### src/rtl/ghp_pkg.sv
// Package ghp_pkg
// Shared counter type and the saturating step rule used by the direction table.
// Assumes a two-bit counter whose upper bit is the taken/not-taken decision.
package ghp_pkg;

    typedef logic [1:0] ctr_t;

    localparam ctr_t CTR_INIT = 2'b10;
    localparam ctr_t CTR_MAX  = 2'b11;
    localparam ctr_t CTR_MIN  = 2'b00;

    // Step a counter one place toward the observed outcome, clamping at both ends.
    function automatic ctr_t ctr_step(input ctr_t cur, input logic taken);
        ctr_t nxt;
        nxt = cur;
        if (taken) begin
            if (cur != CTR_MAX) nxt = cur + 2'd1;
        end else begin
            if (cur != CTR_MIN) nxt = cur - 2'd1;
        end
        return nxt;
    endfunction

    // Decision carried by a counter: taken when the value is 2 or 3.
    function automatic logic ctr_says_taken(input ctr_t cur);
        return cur[1];
    endfunction

endpackage

### src/rtl/ghp_history.sv
// Module ghp_history
// Holds the global outcome history as a shift register. Each accepted outcome
// enters at bit 0 and the oldest bit leaves at the top.
// Assumes HIST_W >= 2 and a synchronous active-low reset.
module ghp_history #(
    parameter int HIST_W = 4
) (
    input  logic              clk,
    input  logic              rst_n,
    input  logic              shift_en,
    input  logic              shift_bit,
    output logic [HIST_W-1:0] hist
);

    logic [HIST_W-1:0] hist_q;

    // Clear on reset, otherwise shift in one outcome per accepted update.
    always_ff @(posedge clk) begin
        if (!rst_n) begin
            hist_q <= '0;
        end else if (shift_en) begin
            hist_q <= {hist_q[HIST_W-2:0], shift_bit};
        end
    end

    assign hist = hist_q;

    AST_HIST_RESET: assert property (@(posedge clk)
        !rst_n |=> hist_q == '0);

    AST_HIST_SHIFT: assert property (@(posedge clk) disable iff (!rst_n)
        shift_en |=> hist_q == {$past(hist_q[HIST_W-2:0]), $past(shift_bit)});

    AST_HIST_HOLD: assert property (@(posedge clk) disable iff (!rst_n)
        !shift_en |=> $stable(hist_q));

endmodule

### src/rtl/ghp_sat_counter.sv
// Module ghp_sat_counter
// One two-bit saturating counter. It moves toward the outcome when enabled and
// holds otherwise. Assumes the caller gates en to the single addressed entry.
module ghp_sat_counter
    import ghp_pkg::*;
(
    input  logic clk,
    input  logic rst_n,
    input  logic en,
    input  logic taken,
    output ctr_t state
);

    ctr_t state_q;

    // Start weakly taken after reset; step toward the outcome when selected.
    always_ff @(posedge clk) begin
        if (!rst_n) begin
            state_q <= CTR_INIT;
        end else if (en) begin
            state_q <= ctr_step(state_q, taken);
        end
    end

    assign state = state_q;

    AST_CNT_RESET: assert property (@(posedge clk)
        !rst_n |=> state_q == 2'b10);

    AST_CNT_SAT_HI: assert property (@(posedge clk) disable iff (!rst_n)
        (en && taken && state_q == 2'b11) |=> state_q == 2'b11);

    AST_CNT_INC: assert property (@(posedge clk) disable iff (!rst_n)
        (en && taken && state_q != 2'b11) |=> state_q == $past(state_q) + 2'd1);

    AST_CNT_SAT_LO: assert property (@(posedge clk) disable iff (!rst_n)
        (en && !taken && state_q == 2'b00) |=> state_q == 2'b00);

    AST_CNT_DEC: assert property (@(posedge clk) disable iff (!rst_n)
        (en && !taken && state_q != 2'b00) |=> state_q == $past(state_q) - 2'd1);

    AST_CNT_HOLD: assert property (@(posedge clk) disable iff (!rst_n)
        !en |=> $stable(state_q));

endmodule

### src/rtl/ghp_counter_table.sv
// Module ghp_counter_table
// Table of 2**HIST_W saturating counters. One entry is trained per update,
// chosen by wr_idx, and one entry is read combinationally, chosen by rd_idx.
// Assumes at most one write per cycle.
module ghp_counter_table
    import ghp_pkg::*;
#(
    parameter int HIST_W = 4
) (
    input  logic              clk,
    input  logic              rst_n,
    input  logic              wr_en,
    input  logic [HIST_W-1:0] wr_idx,
    input  logic              wr_taken,
    input  logic [HIST_W-1:0] rd_idx,
    output logic              rd_taken
);

    localparam int DEPTH = 1 << HIST_W;

    ctr_t             states [DEPTH];
    logic [DEPTH-1:0] entry_en;

    // Decode the write index into one enable per entry.
    always_comb begin
        for (int i = 0; i < DEPTH; i++) begin
            entry_en[i] = wr_en && (wr_idx == HIST_W'(i));
        end
    end

    generate
        for (genvar g = 0; g < DEPTH; g++) begin : g_entry
            ghp_sat_counter u_ctr (
                .clk   (clk),
                .rst_n (rst_n),
                .en    (entry_en[g]),
                .taken (wr_taken),
                .state (states[g])
            );
        end
    endgenerate

    // Read the selected entry and reduce it to a direction.
    always_comb begin
        rd_taken = ctr_says_taken(states[rd_idx]);
    end

    AST_TBL_ONE_WRITE: assert property (@(posedge clk) disable iff (!rst_n)
        $onehot0(entry_en));

    AST_TBL_IDLE: assert property (@(posedge clk) disable iff (!rst_n)
        !wr_en |-> entry_en == '0);

endmodule

### src/rtl/ghist_predictor.sv
// Module ghist_predictor
// Direction predictor indexed only by global branch history. The prediction
// comes from the counter that the current history selects. An update trains
// the counter named by the index returned with the branch, and then shifts the
// outcome into the history.
// Assumes the caller returns the pred_index it saw at prediction time.
module ghist_predictor #(
    parameter int HIST_W = 4
) (
    input  logic              clk,
    input  logic              rst_n,
    output logic              pred_taken,
    output logic [HIST_W-1:0] pred_index,
    input  logic              upd_valid,
    input  logic [HIST_W-1:0] upd_index,
    input  logic              upd_taken
);

    logic [HIST_W-1:0] hist;
    logic              tbl_taken;

    ghp_history #(.HIST_W(HIST_W)) u_hist (
        .clk       (clk),
        .rst_n     (rst_n),
        .shift_en  (upd_valid),
        .shift_bit (upd_taken),
        .hist      (hist)
    );

    ghp_counter_table #(.HIST_W(HIST_W)) u_table (
        .clk      (clk),
        .rst_n    (rst_n),
        .wr_en    (upd_valid),
        .wr_idx   (upd_index),
        .wr_taken (upd_taken),
        .rd_idx   (hist),
        .rd_taken (tbl_taken)
    );

    assign pred_index = hist;
    assign pred_taken = tbl_taken;

    AST_TOP_RESET_PRED: assert property (@(posedge clk)
        !rst_n |=> (pred_taken && pred_index == '0));

    AST_TOP_IDLE_PRED: assert property (@(posedge clk) disable iff (!rst_n)
        !upd_valid |=> ($stable(pred_taken) && $stable(pred_index)));

endmodule

### config.mk
export PLATFORM = sky130hd
export DESIGN_NAME = ghist_predictor
export DESIGN_NICKNAME = d
export VERILOG_FILES = /design/src/rtl/ghp_pkg.sv /design/src/rtl/ghp_history.sv /design/src/rtl/ghp_sat_counter.sv /design/src/rtl/ghp_counter_table.sv /design/src/rtl/ghist_predictor.sv
export SDC_FILE = /design/constraint.sdc
export NUM_CORES = 1
export LEC_CHECK = 0
export CORE_MARGIN = 4
export CORE_UTILIZATION = 52
export CTS_CLUSTER_DIAMETER = 200
export DETAILED_ROUTE_END_ITERATION = 10
export PLACE_DENSITY = 0.78
export SYNTH_ARGS = -nofsm -noshare
export SYNTH_HDL_FRONTEND = slang
export SYNTH_HIERARCHICAL = 1
export SYNTH_SLANG_ARGS = --single-unit
### constraint.sdc
create_clock -name clk -period 1.4 [get_ports clk]
set_input_delay 0.21 -clock clk [delete_from_list [all_inputs] [get_ports clk]]
set_output_delay 0.21 -clock clk [all_outputs]
set_load 0.03 [all_outputs]
======== After elaboration in Yosys (flattened, before gate mapping) ========
Index checks and enable logic that the tools add are counted.
operators by class
  add/subtract/negate cells ............... 32
  order comparisons ....................... 1
  equality and inequality tests ........... 47
  mux-type cells .......................... 51
  bitwise gates (word level) .............. 1
  reduce and logical (&&, ||, !) cells .... 65
operators with widths
  kind                                                                     number
  2-bit two-way mux                                                        50
  2-bit nonzero test                                                       32
  3-bit AND reduction                                                      16
  2-bit by 1-bit adder with 2-bit output, second input constant            16
  4-bit == test, second input constant                                     8
  2-bit by 1-bit inequality test with 1-bit output, second input constant  16
  2-bit inequality test, second input constant                             16
  2-bit by 1-bit subtractor with 2-bit output, second input constant       16
  4-bit by 3-bit == test with 1-bit output, second input constant          4
  1-bit logical AND                                                        16
  2-bit binary-select mux with 4-bit select                                1
  4-bit by 2-bit == test with 1-bit output, second input constant          2
  5-bit greater-or-equal comparator, second input constant                 1
  4-bit inverter with 5-bit output                                         1
  4-bit by 1-bit == test with 1-bit output, second input constant          1
  4-bit zero test                                                          1
word-level totals
  register bits after elaboration ......... 36
  bits of input ports ..................... 8

======== Logic depth before layout (Yosys ltp) ========
  depth in word-level cells ............... 4
  gate-level depth with buffers ........... 5
  mapped depth without buffers ............ 5

======== By module ========
Netlist, hierarchy kept.
modules (own cells, without submodules)
  module             instances  cells an instance  area each (um^2)  sequential area each (um^2)
  ghp_sat_counter    16         11                 95.1              40.0
  ghp_counter_table  1          30                 245.2             0.0
  ghp_history        1          13                 156.4             80.1

======== Worst setup path before layout ========
Ideal clock, no wire load.
  kind .................................... register to output
  start ................................... register u_hist.hist_q[0] (netlist: u_hist/hist[0])
  end ..................................... output pred_taken
  data arrival time ....................... 1.570 ns
  required time ........................... 1.190 ns
  slack ................................... -0.380 ns
  stages on the path, launching flop included .. 4
  cell sequence ........................... dfxtp_1 > mux4_1 > mux2i_1 > mux2i_1
on the way
  word-level cells in the longest chain between the ends .. 4
ends and longest elaborated chain
  item                                                    line                     RTL
  start, declared                                         ghp_history.sv:15        logic [HIST_W-1:0] hist_q;
  start signal, assigned                                  ghp_history.sv:22        hist_q <= {hist_q[HIST_W-2:0], shift_bit};
  4-bit inverter with 5-bit output (not written as such)  ghp_counter_table.sv:45  rd_taken = ctr_says_taken(states[rd_idx]);
  2-bit binary-select mux with 4-bit select               ghp_counter_table.sv:45
  2-bit two-way mux (not written as such) (2 in series)   ghp_counter_table.sv:45
  end, declared                                           ghist_predictor.sv:12    output logic pred_taken,
No other way between the ends. The select of a mux whose other input is x is not followed.

======== Worst setup path after layout ========
Ends and elaborated chain as after synthesis.

==> flow_summary.json <==
{
  "grt_start_max_net_pins": 66,
  "maxCapViolations": 0,
  "syn_avg_cell_area_um2": 8.78,
  "n_antenna_cell": 0,
  "synth_seq_cells": 36,
  "clock_skew_ns": 0.00636,
  "track_usage_pct": 21.1,
  "end_kind": "primary output",
  "reg2reg_slack_ns": 0.37,
  "drv_slew": 0,
  "syn_to_final_growth_pct": 34.6,
  "wire_per_inst_um": 14.6,
  "grt_pass1_vias": 1642,
  "coreArea_um2": 3440,
  "crit_start": "u_hist/hist[0]",
  "cts_tree": "done",
  "hold_viol_final": 0,
  "drive_gt1_share_pct": 26.4,
  "vias": 1829,
  "yosysWarnings": 6,
  "cp.required_ns": 1.19,
  "rsz0062_at_grt": "yes",
  "clock_latency_ns": 0.29,
  "drtIter0Drc": 98,
  "cts_max_level": 2,
  "startpoint_type": "flop",
  "p_leak_nw": 0.969,
  "synth.distinct_cells": 15,
  "status": "finished, violations left",
  "path_clk_slew_ns": 0.08,
  "io_pins": 13,
  "r2r_end": "u_table/g_entry[2].u_ctr/state[0]",
  "hold_ws_ns": 0.482,
  "die-area_um2": 4740,
  "post-route-drc-count": 0,
  "min_period_ns": 1.88,
  "dp_hpwl_um": 2900,
  "overflow": 0,
  "ir_drop_uv": 615,
  "tns_ns": -0.480,
  "reg2reg_from": "u_table/g_entry[2].u_ctr/state[0]",
  "hold_class": "in2reg",
  "power_density_nw_per_um2": 1020,
  "clock_sinks": 36,
  "setup_violations": 1,
  "fmax_mhz": 532,
  "clockBufferDepth": 2,
  "gp_congestion": 0.779,
  "arrival_ns": 1.67,
  "tightestPinTransition_ns": 0.322,
  "critical_path_class": "reg2out",
  "slew_headroom_pct": 78.6,
  "nets": 284,
  "syn_nets": 227,
  "viasPerCell": 5.66,
  "wirelength_um": 4720,
  "rows": 21,
  "post-route-period-util_pct": 134,
  "ant_nets": 0,
  "fin_ws_ns": -0.480,
  "endpoint": "pred_taken",
  "grt_pass1_wl_um": 7360,
  "die_w_um": 68.8,
  "fin_util_pct": 75.2,
  "antenna_found_initial": 0,
  "syn_area_um2": 1920,
  "cts_buffers": 5,
  "synth_cells": 219,
  "cts-root-buf": "clkbuf_8",
  "reg2reg_depth": 3,
  "dp_cells": 311,
  "start_util_pct": 55.9,
  "final_cells": 323,
  "failed_checks": "setup timing",
  "portBuffers": 12,
  "crit_path_max_fanout": 6,
  "ctsHoldBuffers": 0,
  "first_pass_iters": 4,
  "dieHeight_um": 68.8,
  "ys_seq_area_share_pct": 37.5
}
critical path, stage by stage, from the launching register on:
cell,delay (ns)
dfxtp_4,0.40
mux4_2,0.52
mux2i_2,0.22
mux2i_4,0.10
buf_6,0.15
worst min path at each step:
stage | from | endpoint | cells after the start
after global routing | upd_taken | u_table/g_entry[11].u_ctr/state[1] | 4
after global placement | u_table/g_entry[5].u_ctr/state[0] | u_table/g_entry[5].u_ctr/state[1] | 2
after floorplan | rst_n | u_table/g_entry[0].u_ctr/state[1] | 1
final | upd_taken | u_table/g_entry[1].u_ctr/state[1] | 4
after detailed placement | u_hist/hist[1] | u_hist/hist[1] | 2
after CTS | upd_taken | u_hist/hist[0] | 4
layout by cell type (no fill, tap or decap), drive strengths merged:
| cell type | instances |
|---|---|
| bufinv | 1 |
| dlygate4sd2 | 4 |
| nor2b | 20 |
| nor3 | 4 |
| nand2 | 1 |
| clkinv | 1 |
| mux2i | 23 |
| or3b | 1 |
| nand3 | 1 |
| nor2 | 12 |
| clkdlybuf4s50 | 1 |
| o21ai | 16 |
| nand2b | 18 |
| nand3b | 2 |
| dfxtp | 36 |
| dlymetal6s2s | 1 |
| clkdlybuf4s15 | 1 |
| a21oi | 64 |
| clkbuf | 7 |
| buf | 43 |
| o21a | 16 |
| mux4 | 4 |
layout make-up:
cell class / instances / area (um2)
clock buffers: 6 / 72.6
repair buffers: 51 / 433
well taps: 46 / 57.6
flip-flops and latches: 36 / 726
fillers: 248 / 853
clock inverters: 2 / 35.0
multi-input cells: 182 / 1260
state kept, by name, summed over array words and instances, names as in the netlist:
signal,cells
u_hist/hist,4
u_table/g_entry.u_ctr/state,32
logic make-up after synthesis:
family | Yosys count | share of synthesized area (%)
mux | 27 | 17.4
simple gates | 59 | 17.4
flops | 36 | 37.5
compound gates | 96 | 27.1
buf+inv | 1 | 0.586
layer usage:
metal  GRT usage, %  routed length (um)
met1           22.6                2030
met2           37.8                2370
met3           6.16                 170
met4           10.2                 147
met5              0                   0
cells in the mapped netlist:
cell | number | area (um2)
a21oi_1 | 64 | 320
dfxtp_1 | 36 | 721
mux2i_1 | 23 | 230
nor2b_1 | 20 | 125
nand2b_1 | 18 | 113
o21a_1 | 16 | 120
o21ai_0 | 16 | 80.1
nor2_1 | 12 | 45.0
mux4_1 | 4 | 105
nor3_1 | 4 | 20.0
nand3b_1 | 2 | 15.0
buf_6 | 1 | 11.3
nand2_1 | 1 | 3.75
nand3_1 | 1 | 5.00
or3b_2 | 1 | 8.76
metrics by stage:
| stage | worst slack [ns] | total power, mW | area, um2 |
|---|---|---|---|
| after floorplan | -0.109 | 1.47 | 1940 |
| after global placement | -0.612 | 1.69 | 2380 |
| after detailed placement | -0.630 | 1.71 | 2380 |
| after CTS | -0.493 | 2.62 | 2520 |
| after global routing | -0.547 | 2.76 | 2590 |
| final | -0.480 | 2.64 | 2590 |
repair_timing:
item	in CTS	in global routing
setup buffers	2	2
resized for setup	19	20
pin swaps	4	6
setup endpoints to repair	35	25
power breakdown:
part	total [mW]	switching (mW)	internal [mW]	leakage, nW
clock	0.908	0.379	0.529	0.0552
sequential	1.19	0.0803	1.11	0.296
combinational	0.536	0.241	0.295	0.618
Note: power is estimated with default switching activity, not from simulation.
